File: config.mk
export PLATFORM = sky130hd
export DESIGN_NAME = macro_assign_emitter
export DESIGN_NICKNAME = d
export VERILOG_FILES = /design/src/rtl/mae_pkg.sv /design/src/rtl/mae_decode.sv /design/src/rtl/mae_method_reg.sv /design/src/rtl/macro_assign_emitter.sv
export SDC_FILE = /design/constraint.sdc
export NUM_CORES = 1
export LEC_CHECK = 0
export CAP_MARGIN = 40
export CORE_UTILIZATION = 32
export DETAILED_ROUTE_END_ITERATION = 8
export PLACE_DENSITY = 0.83
export SLEW_MARGIN = 20
export SYNTH_ARGS = -nofsm -noshare
export SYNTH_HDL_FRONTEND = slang
export SYNTH_HIERARCHICAL = 1
export SYNTH_SLANG_ARGS = --single-unit
File: constraint.sdc
create_clock -name clk -period 2.7 [get_ports clk]
set_input_delay 0.27 -clock clk [delete_from_list [all_inputs] [get_ports clk]]
set_output_delay 0.27 -clock clk [all_outputs]
set_load 0.05 [all_outputs]
File: src/rtl/mae_pkg.sv
package mae_pkg;

  typedef enum logic [2:0] {
    ASG_FETCH_ONLY     = 3'd0,
    ASG_MOVE           = 3'd1,
    ASG_MOVE_LOAD      = 3'd2,
    ASG_FETCH_EMIT     = 3'd3,
    ASG_MOVE_EMIT      = 3'd4,
    ASG_FETCH_LOAD     = 3'd5,
    ASG_LOAD_EMIT_ARG  = 3'd6,
    ASG_LOAD_EMIT_INC  = 3'd7
  } asg_code_e;

  typedef enum logic [1:0] {
    EMIT_RESULT = 2'd0,
    EMIT_ARG    = 2'd1,
    EMIT_INC    = 2'd2
  } emit_src_e;

  typedef struct packed {
    logic      wr_arg;
    logic      fetch;
    logic      load;
    logic      emit;
    emit_src_e src;
  } asg_ctrl_t;

endpackage

File: src/rtl/mae_decode.sv
module mae_decode
  import mae_pkg::*;
(
  input  logic [2:0] code,
  output asg_ctrl_t  ctrl
);
  always_comb begin
    ctrl = '{wr_arg: 1'b0, fetch: 1'b0, load: 1'b0, emit: 1'b0, src: EMIT_RESULT};
    unique case (asg_code_e'(code))
      ASG_FETCH_ONLY:    begin ctrl.wr_arg = 1'b1; ctrl.fetch = 1'b1; end
      ASG_MOVE:          ;
      ASG_MOVE_LOAD:     ctrl.load = 1'b1;
      ASG_FETCH_EMIT:    begin ctrl.wr_arg = 1'b1; ctrl.fetch = 1'b1; ctrl.emit = 1'b1; end
      ASG_MOVE_EMIT:     ctrl.emit = 1'b1;
      ASG_FETCH_LOAD:    begin ctrl.wr_arg = 1'b1; ctrl.fetch = 1'b1; ctrl.load = 1'b1; end
      ASG_LOAD_EMIT_ARG: begin
        ctrl.load = 1'b1; ctrl.fetch = 1'b1; ctrl.emit = 1'b1; ctrl.src = EMIT_ARG;
      end
      ASG_LOAD_EMIT_INC: begin
        ctrl.load = 1'b1; ctrl.emit = 1'b1; ctrl.src = EMIT_INC;
      end
      default: ;
    endcase
  end
endmodule

File: src/rtl/mae_method_reg.sv
module mae_method_reg #(
  parameter int ADDR_W = 12,
  parameter int INC_W  = 6,
  localparam int METH_W = ADDR_W + INC_W
) (
  input  logic              clk,
  input  logic              rst_n,
  input  logic              commit,
  input  logic              load,
  input  logic              emit,
  input  logic [METH_W-1:0] load_val,
  output logic [ADDR_W-1:0] eff_addr,
  output logic [INC_W-1:0]  eff_inc
);
  logic [ADDR_W-1:0] addr_q;
  logic [INC_W-1:0]  inc_q;
  logic [ADDR_W-1:0] step;

  // The view used by this operation: freshly loaded value wins.
  always_comb begin
    if (load) begin
      eff_addr = load_val[ADDR_W-1:0];
      eff_inc  = load_val[METH_W-1:ADDR_W];
    end else begin
      eff_addr = addr_q;
      eff_inc  = inc_q;
    end
    step = emit ? {{(ADDR_W-INC_W){1'b0}}, eff_inc} : '0;
  end

  always_ff @(posedge clk) begin
    if (!rst_n) begin
      addr_q <= '0;
      inc_q  <= '0;
    end else if (commit) begin
      addr_q <= eff_addr + step;   // wraps modulo 2**ADDR_W
      inc_q  <= eff_inc;
    end
  end
endmodule

File: src/rtl/macro_assign_emitter.sv
module macro_assign_emitter
  import mae_pkg::*;
#(
  parameter int DATA_W = 32,
  parameter int REG_AW = 3,
  parameter int ADDR_W = 12,
  parameter int INC_W  = 6
) (
  input  logic              clk,
  input  logic              rst_n,
  input  logic              in_valid,
  output logic              in_ready,
  input  logic [2:0]        in_code,
  input  logic [REG_AW-1:0] in_dest,
  input  logic [DATA_W-1:0] in_result,
  input  logic              arg_valid,
  output logic              arg_ready,
  input  logic [DATA_W-1:0] arg_data,
  output logic              rf_we,
  output logic [REG_AW-1:0] rf_waddr,
  output logic [DATA_W-1:0] rf_wdata,
  output logic              m_valid,
  input  logic              m_ready,
  output logic [ADDR_W-1:0] m_addr,
  output logic [DATA_W-1:0] m_data
);
  localparam int METH_W = ADDR_W + INC_W;

  asg_ctrl_t         ctrl;
  logic              arg_ok;
  logic              out_ok;
  logic              fire;
  logic [INC_W-1:0]  eff_inc;

  mae_decode u_dec (
    .code (in_code),
    .ctrl (ctrl)
  );

  assign arg_ok = !ctrl.fetch || arg_valid;
  assign out_ok = !ctrl.emit  || m_ready;
  assign fire   = in_valid && arg_ok && out_ok;

  assign in_ready  = fire;
  assign arg_ready = fire && ctrl.fetch;
  assign m_valid   = in_valid && ctrl.emit && arg_ok;

  assign rf_we    = fire && (in_dest != '0);
  assign rf_waddr = in_dest;
  assign rf_wdata = ctrl.wr_arg ? arg_data : in_result;

  mae_method_reg #(.ADDR_W(ADDR_W), .INC_W(INC_W)) u_meth (
    .clk      (clk),
    .rst_n    (rst_n),
    .commit   (fire),
    .load     (ctrl.load),
    .emit     (ctrl.emit),
    .load_val (in_result[METH_W-1:0]),
    .eff_addr (m_addr),
    .eff_inc  (eff_inc)
  );

  always_comb begin
    unique case (ctrl.src)
      EMIT_ARG: m_data = arg_data;
      EMIT_INC: m_data = {{(DATA_W-INC_W){1'b0}}, eff_inc};
      default:  m_data = in_result;
    endcase
  end
endmodule

# [Word level (Yosys, flattened, before mapping)]
# Index checks and enable logic that the tools add are counted.
[op_classes] add_sub_neg=1 n_eq_ne=8 n_mux=10 n_reduce_logical=16
[op_table] op="$pmux 32 s2" n=1
[op_table] op="$mux 32" n=1
[op_table] op="$add 12x12->12" n=1
[op_table] op="$eq 3x3->1 const B" n=4
[op_table] op="$mux 12" n=1
[op_table] op="$mux 6" n=2
[op_table] op="$reduce_or 4->1" n=3
[op_table] op="$eq 3x2->1 const B" n=2
[op_table] op="$logic_and 1x1->1" n=6
[op_table] op="$mux 1" n=4
[op_table] op="$pmux 2 s2" n=1
[op_table] op="$logic_not 3->1" n=1
[op_table] op="$reduce_bool 3->1" n=1
[op_table] op="$reduce_or 3->1" n=1
[op_table] op="$eq 2x1->1 const B" n=1
[op_table] op="$eq 2x2->1 const B" n=1
[op_table] op="$logic_not 1->1" n=2
[op_table] op="$logic_or 1x1->1" n=2
[word_totals] reg_bits=18 in_bits=75

# [Logic depth before layout (Yosys ltp)]
[logic_depth] ltp_word=8 depth_mapped=12 ltp_nobuf=10

# [Hierarchy]
# Netlist, hierarchy kept.
[modules_own_cells] module="mae_method_reg" instances=1 cells_each=143 area_per_inst_um2=1277.5 seq_area_each_um2=360.3
[modules_own_cells] module="macro_assign_emitter" instances=1 cells_each=103 area_per_inst_um2=885.8 seq_area_each_um2=0.0
[modules_own_cells] module="mae_decode" instances=1 cells_each=9 area_per_inst_um2=67.6 seq_area_each_um2=0.0

# [Least setup slack after synthesis]
# No wires, ideal clock.
[synth_timing] path_kind="input to register" startpoint="in in_code[0]" endpoint="reg u_meth.addr_q[10]" arrival_time_ps=2934 t_required_ps=2605 path_slack_ps=-329 stages=7 path_buffers=1 cell_sequence="mux2_2 -> nor2b_1 -> nor3_1 -> clkbuf_1 -> nand2_1 -> or4b_1 -> o311ai_1"
[synth_between] elab_chain_cells=7 word_cells_on_any_way=23 classes_between="add/sub: 1; eq/ne: 6; mux: 6; reduce/logical: 10"
[synth_rtl] item="from (decl)" line="macro_assign_emitter.sv:13" text="input logic [2:0] in_code,"
[synth_rtl] item="$eq 3x2->1, or another cell as far along" line="mae_decode.sv:9" text="unique case (asg_code_e'(code))"
[synth_rtl] item="$reduce_or 4->1 (no line)"
[synth_rtl] item="$mux 1" line="mae_decode.sv:9"
[synth_rtl] item="$logic_not 1->1" line="macro_assign_emitter.sv:40" text="assign arg_ok = !ctrl.fetch || arg_valid;"
[synth_rtl] item="$logic_or 1x1->1" line="macro_assign_emitter.sv:40"
[synth_rtl] item="$logic_and 1x1->1" line="macro_assign_emitter.sv:42" text="assign fire = in_valid && arg_ok && out_ok;"
[synth_rtl] item="$logic_and 1x1->1 *" line="macro_assign_emitter.sv:42"
[synth_rtl] item="named net in_ready" line="macro_assign_emitter.sv:12" text="output logic in_ready,"
[synth_rtl] item="to (signal assigned)" line="mae_method_reg.sv:36" text="addr_q <= eff_addr + step;"
[synth_rtl] item="to (decl)" line="mae_method_reg.sv:15" text="logic [ADDR_W-1:0] addr_q;"
# Mark *: on every way through the listed nets, which the timed path passes. The rest lies on a longest branch.
# A chain may end at the register's enable or synchronous reset.

==> flow_summary.ini <==
[critical_path]
end_kind = register
r2r-start = u_meth/addr_q[0]$_SDFFE_PN0P_
r2r-end = u_meth/addr_q[10]$_SDFFE_PN0P_
endpoint = u_meth/addr_q[10]$_SDFFE_PN0P_
startpoint_type = input pin
critPathMaxFanout = 5
crit_type = input pin to register
worstPathRequired_ns = 2.84
reg2reg_depth = 8
crit_path_start = in_code[0]
cp_data_arrival_time_ns = 2.71
r2r_slack_ns = 0.51

[placed_design]
dpl.hpwl_mm = 7.26
portBuffers = 157
gp_congestion = 0.858

[clock_tree]
cts_tree = done
clock_sinks = 18
cts_buffer_depth = 2
clk_pin_slew_worst_paths_ns = 0.07
cts-htree-levels = 1
numCtsBuffers = 3
clock_latency_ns = 0.26
hold_buffers = 0
cts_root_buf = clkbuf_8

[cells_and_area]
nets = 521
num-fill-cells = 501
layout_common_cells = buf_4, clkdlybuf4s50_1, buf_12
syn2layout_area_growth_pct = 106
final_common_cell = buf_4
finish.utilization_pct = 68.1
drive_gt1_share_pct = 36.0
antenna_cells = 0

[synth]
synth-simple-area-share_pct = 14.4
async_flop_share_pct = 0
synth_area_um2 = 2230
syn_nets = 339
synth_compound_area_share_pct = 24.6
synthTopCellsByArea = dfxtp_1, mux2_1, a22o_1
ys_warn_count = 6
synthCells = 255
post_synth_num_cell_types = 48
synth-edff-count = 0
synth_xor_area_share_pct = 3.14
yosys.area.top_type = dfxtp_1
syn_area_per_cell_um2 = 8.75
synth_flop_cell = dfxtp_1
synthMuxAreaShare_pct = 27.7
synth_seq_cells = 18
synth_top_area_share_pct = 16.2
ys_seq_area_share_pct = 16.2
synth_fa_ha_area_share_pct = 5.38
synth_top_family_by_area = multiplexers

[die]
dieArea_um2 = 7310
floorplan.initialDensity_pct = 33.0
core_um2 = 6760
ioPinCount = 158
rows = 30
die_width_um = 85.5
dieHeight_um = 85.5

[sta]
finalSetupTns_ns = 0
setup_viol = 0
final.min_clock_period_ns = 2.57
rsz0062_at_grt = false
timing.final.crit_share_pct = 95.3
max_slew_margin_pct = 66.1
worst_slew_pin_slew_ns = 0.507
hold_viol_final = 0
fmax_mhz = 389
clock_skew_ns = 0.00136
drv_slew = 0

[route]
drt_iter0_markers = 121
antenna_left = 0
drtPass1Iterations = 7
vias = 2813
drc_errors = 0
vias_per_cell = 5.45
avgRoutedWirePerCell_um = 18.0
drt_wl_total_mm = 9.27

[min_path]
hold_class = register to register

[grt]
grtUsageMet1_pct = 27.9
grt_max_degree = 33
use_met3_pct = 3.95
overflow = 0
grt_pass1_vias = 2795
met2_usage_pct = 43.4
antenna_found_initial = 0
grtUsageTotal_pct = 23.6
top_usage_layer = met2
grt_pass1_wl_mm = 13.9

[run_status]
status = finished, final reports clean

[pwr]
max-vdd-ir-drop_v = 0.000329
leakagePower_nw = 2.04
power.density_nw_per_um2 = 421

[run]
maxCapViolCount = 0
cells in the mapped netlist, types with 2 or more instances:
cell      instances
dfxtp_1          18
a22o_1           26
ha_1              8
o21ai_1           7
nand3b_1          2
a21oi_1           6
mux2_2           11
buf_6             2
buf_2             6
nand2_1          17
and4b_1           2
xor2_1            4
a21o_1            4
buf_4             6
nor2_1            6
clkbuf_1          4
o211a_1           7
mux2i_1          11
nor3_1            3
xnor2_1           4
inv_1            12
mux2_1           32
a211oi_1          3
nor2b_1          13
nand3_1           7
o21ai_0           5
a22oi_1           6
nor3b_1           2
buf_8             2
registers in the layout, indices dropped and copies added (netlist names):
name,count
u_meth/addr_q,12
u_meth/inc_q,6
worst min path at each step:
stage                                    from                              to  slack [ns]  cells past startpoint
2_1_floorplan  u_meth/addr_q[11]$_SDFFE_PN0P_  u_meth/addr_q[11]$_SDFFE_PN0P_        0.44                      2
3_3_place_gp   u_meth/addr_q[11]$_SDFFE_PN0P_  u_meth/addr_q[11]$_SDFFE_PN0P_        0.46                      2
3_5_place_dp     u_meth/inc_q[4]$_SDFFE_PN0P_    u_meth/inc_q[4]$_SDFFE_PN0P_        0.48                      1
4_1_cts          u_meth/inc_q[4]$_SDFFE_PN0P_    u_meth/inc_q[4]$_SDFFE_PN0P_        0.49                      1
5_1_grt          u_meth/inc_q[2]$_SDFFE_PN0P_    u_meth/inc_q[2]$_SDFFE_PN0P_        0.51                      1
6_report       u_meth/addr_q[11]$_SDFFE_PN0P_  u_meth/addr_q[11]$_SDFFE_PN0P_        0.49                      2
metal layers:
| layer | up-vias | share of wire [%] |
|---|---|---|
| li1 | 1322 | - |
| met1 | 1324 | 40 |
| met2 | 145 | 50 |
| met3 | 22 | 7.3 |
| met4 | 0 | 2.6 |
| met5 | - | 0 |
final cells by class:
cell class                 count  area, um^2  share of cell area [%]
multi-input combinational    203        1820                    39.5
clock buffer                   4        55.1                    1.20
timing repair buffer         198        2220                    48.2
sequential                    18         360                    7.83
inverter                      13        48.8                    1.06
tap                           80         100                    2.18
worst max-delay path: stages:
cell	delay, ns
dlygate4sd2_1	0.27
mux2_4	0.37
mux2_4	0.35
ha_4	0.17
fa_2	0.36
a211oi_2	0.30
o21bai_1	0.11
a21o_1	0.22
or4b_4	0.20
o311ai_1	0.09
cell families (layout without fill, tap and decap cells):
| family | count (synthesis) | after routing |
|---|---|---|
| buffers and inverters | 34 | 215 |
| AO/OA/AOI/OAI | 72 | 72 |
| multiplexers | 55 | 55 |
| AND/OR/NAND/NOR | 59 | 59 |
| flip-flops | 18 | 18 |
| XOR/XNOR | 8 | 8 |
| adder cells (fa/ha/maj) | 9 | 9 |
where the power goes:
group / internal, mW / total, mW / switching, mW
Sequential: 0.290 / 0.309 / 0.0191
Clock: 0.130 / 0.230 / 0.0998
Combinational: 0.630 / 1.40 / 0.765
Total: 1.05 / 1.93 / 0.884
through the flow:
step           instance area [um^2]  std cells  setup WS (ns)  power [mW]  hold slack [ns]
2_1_floorplan                  2270        255         0.0400        1.05            0.444
5_1_grt                        4600        516         0.0619        2.01            0.511
3_5_place_dp                   4430        510         -0.361        1.66            0.476
3_3_place_gp                   4430        510         -0.252        1.64            0.455
6_report                       4600        516          0.127        1.93            0.494
4_1_cts                        4480        514         0.0428        1.89            0.492
timing repair:
item / CTS / global route
setup buffers: 0 / 2
gates resized for setup: 2 / 19
pin swaps: 1 / 7
endpoints found under the setup margin: 4 / 28
(Power assumes the default switching activity.)
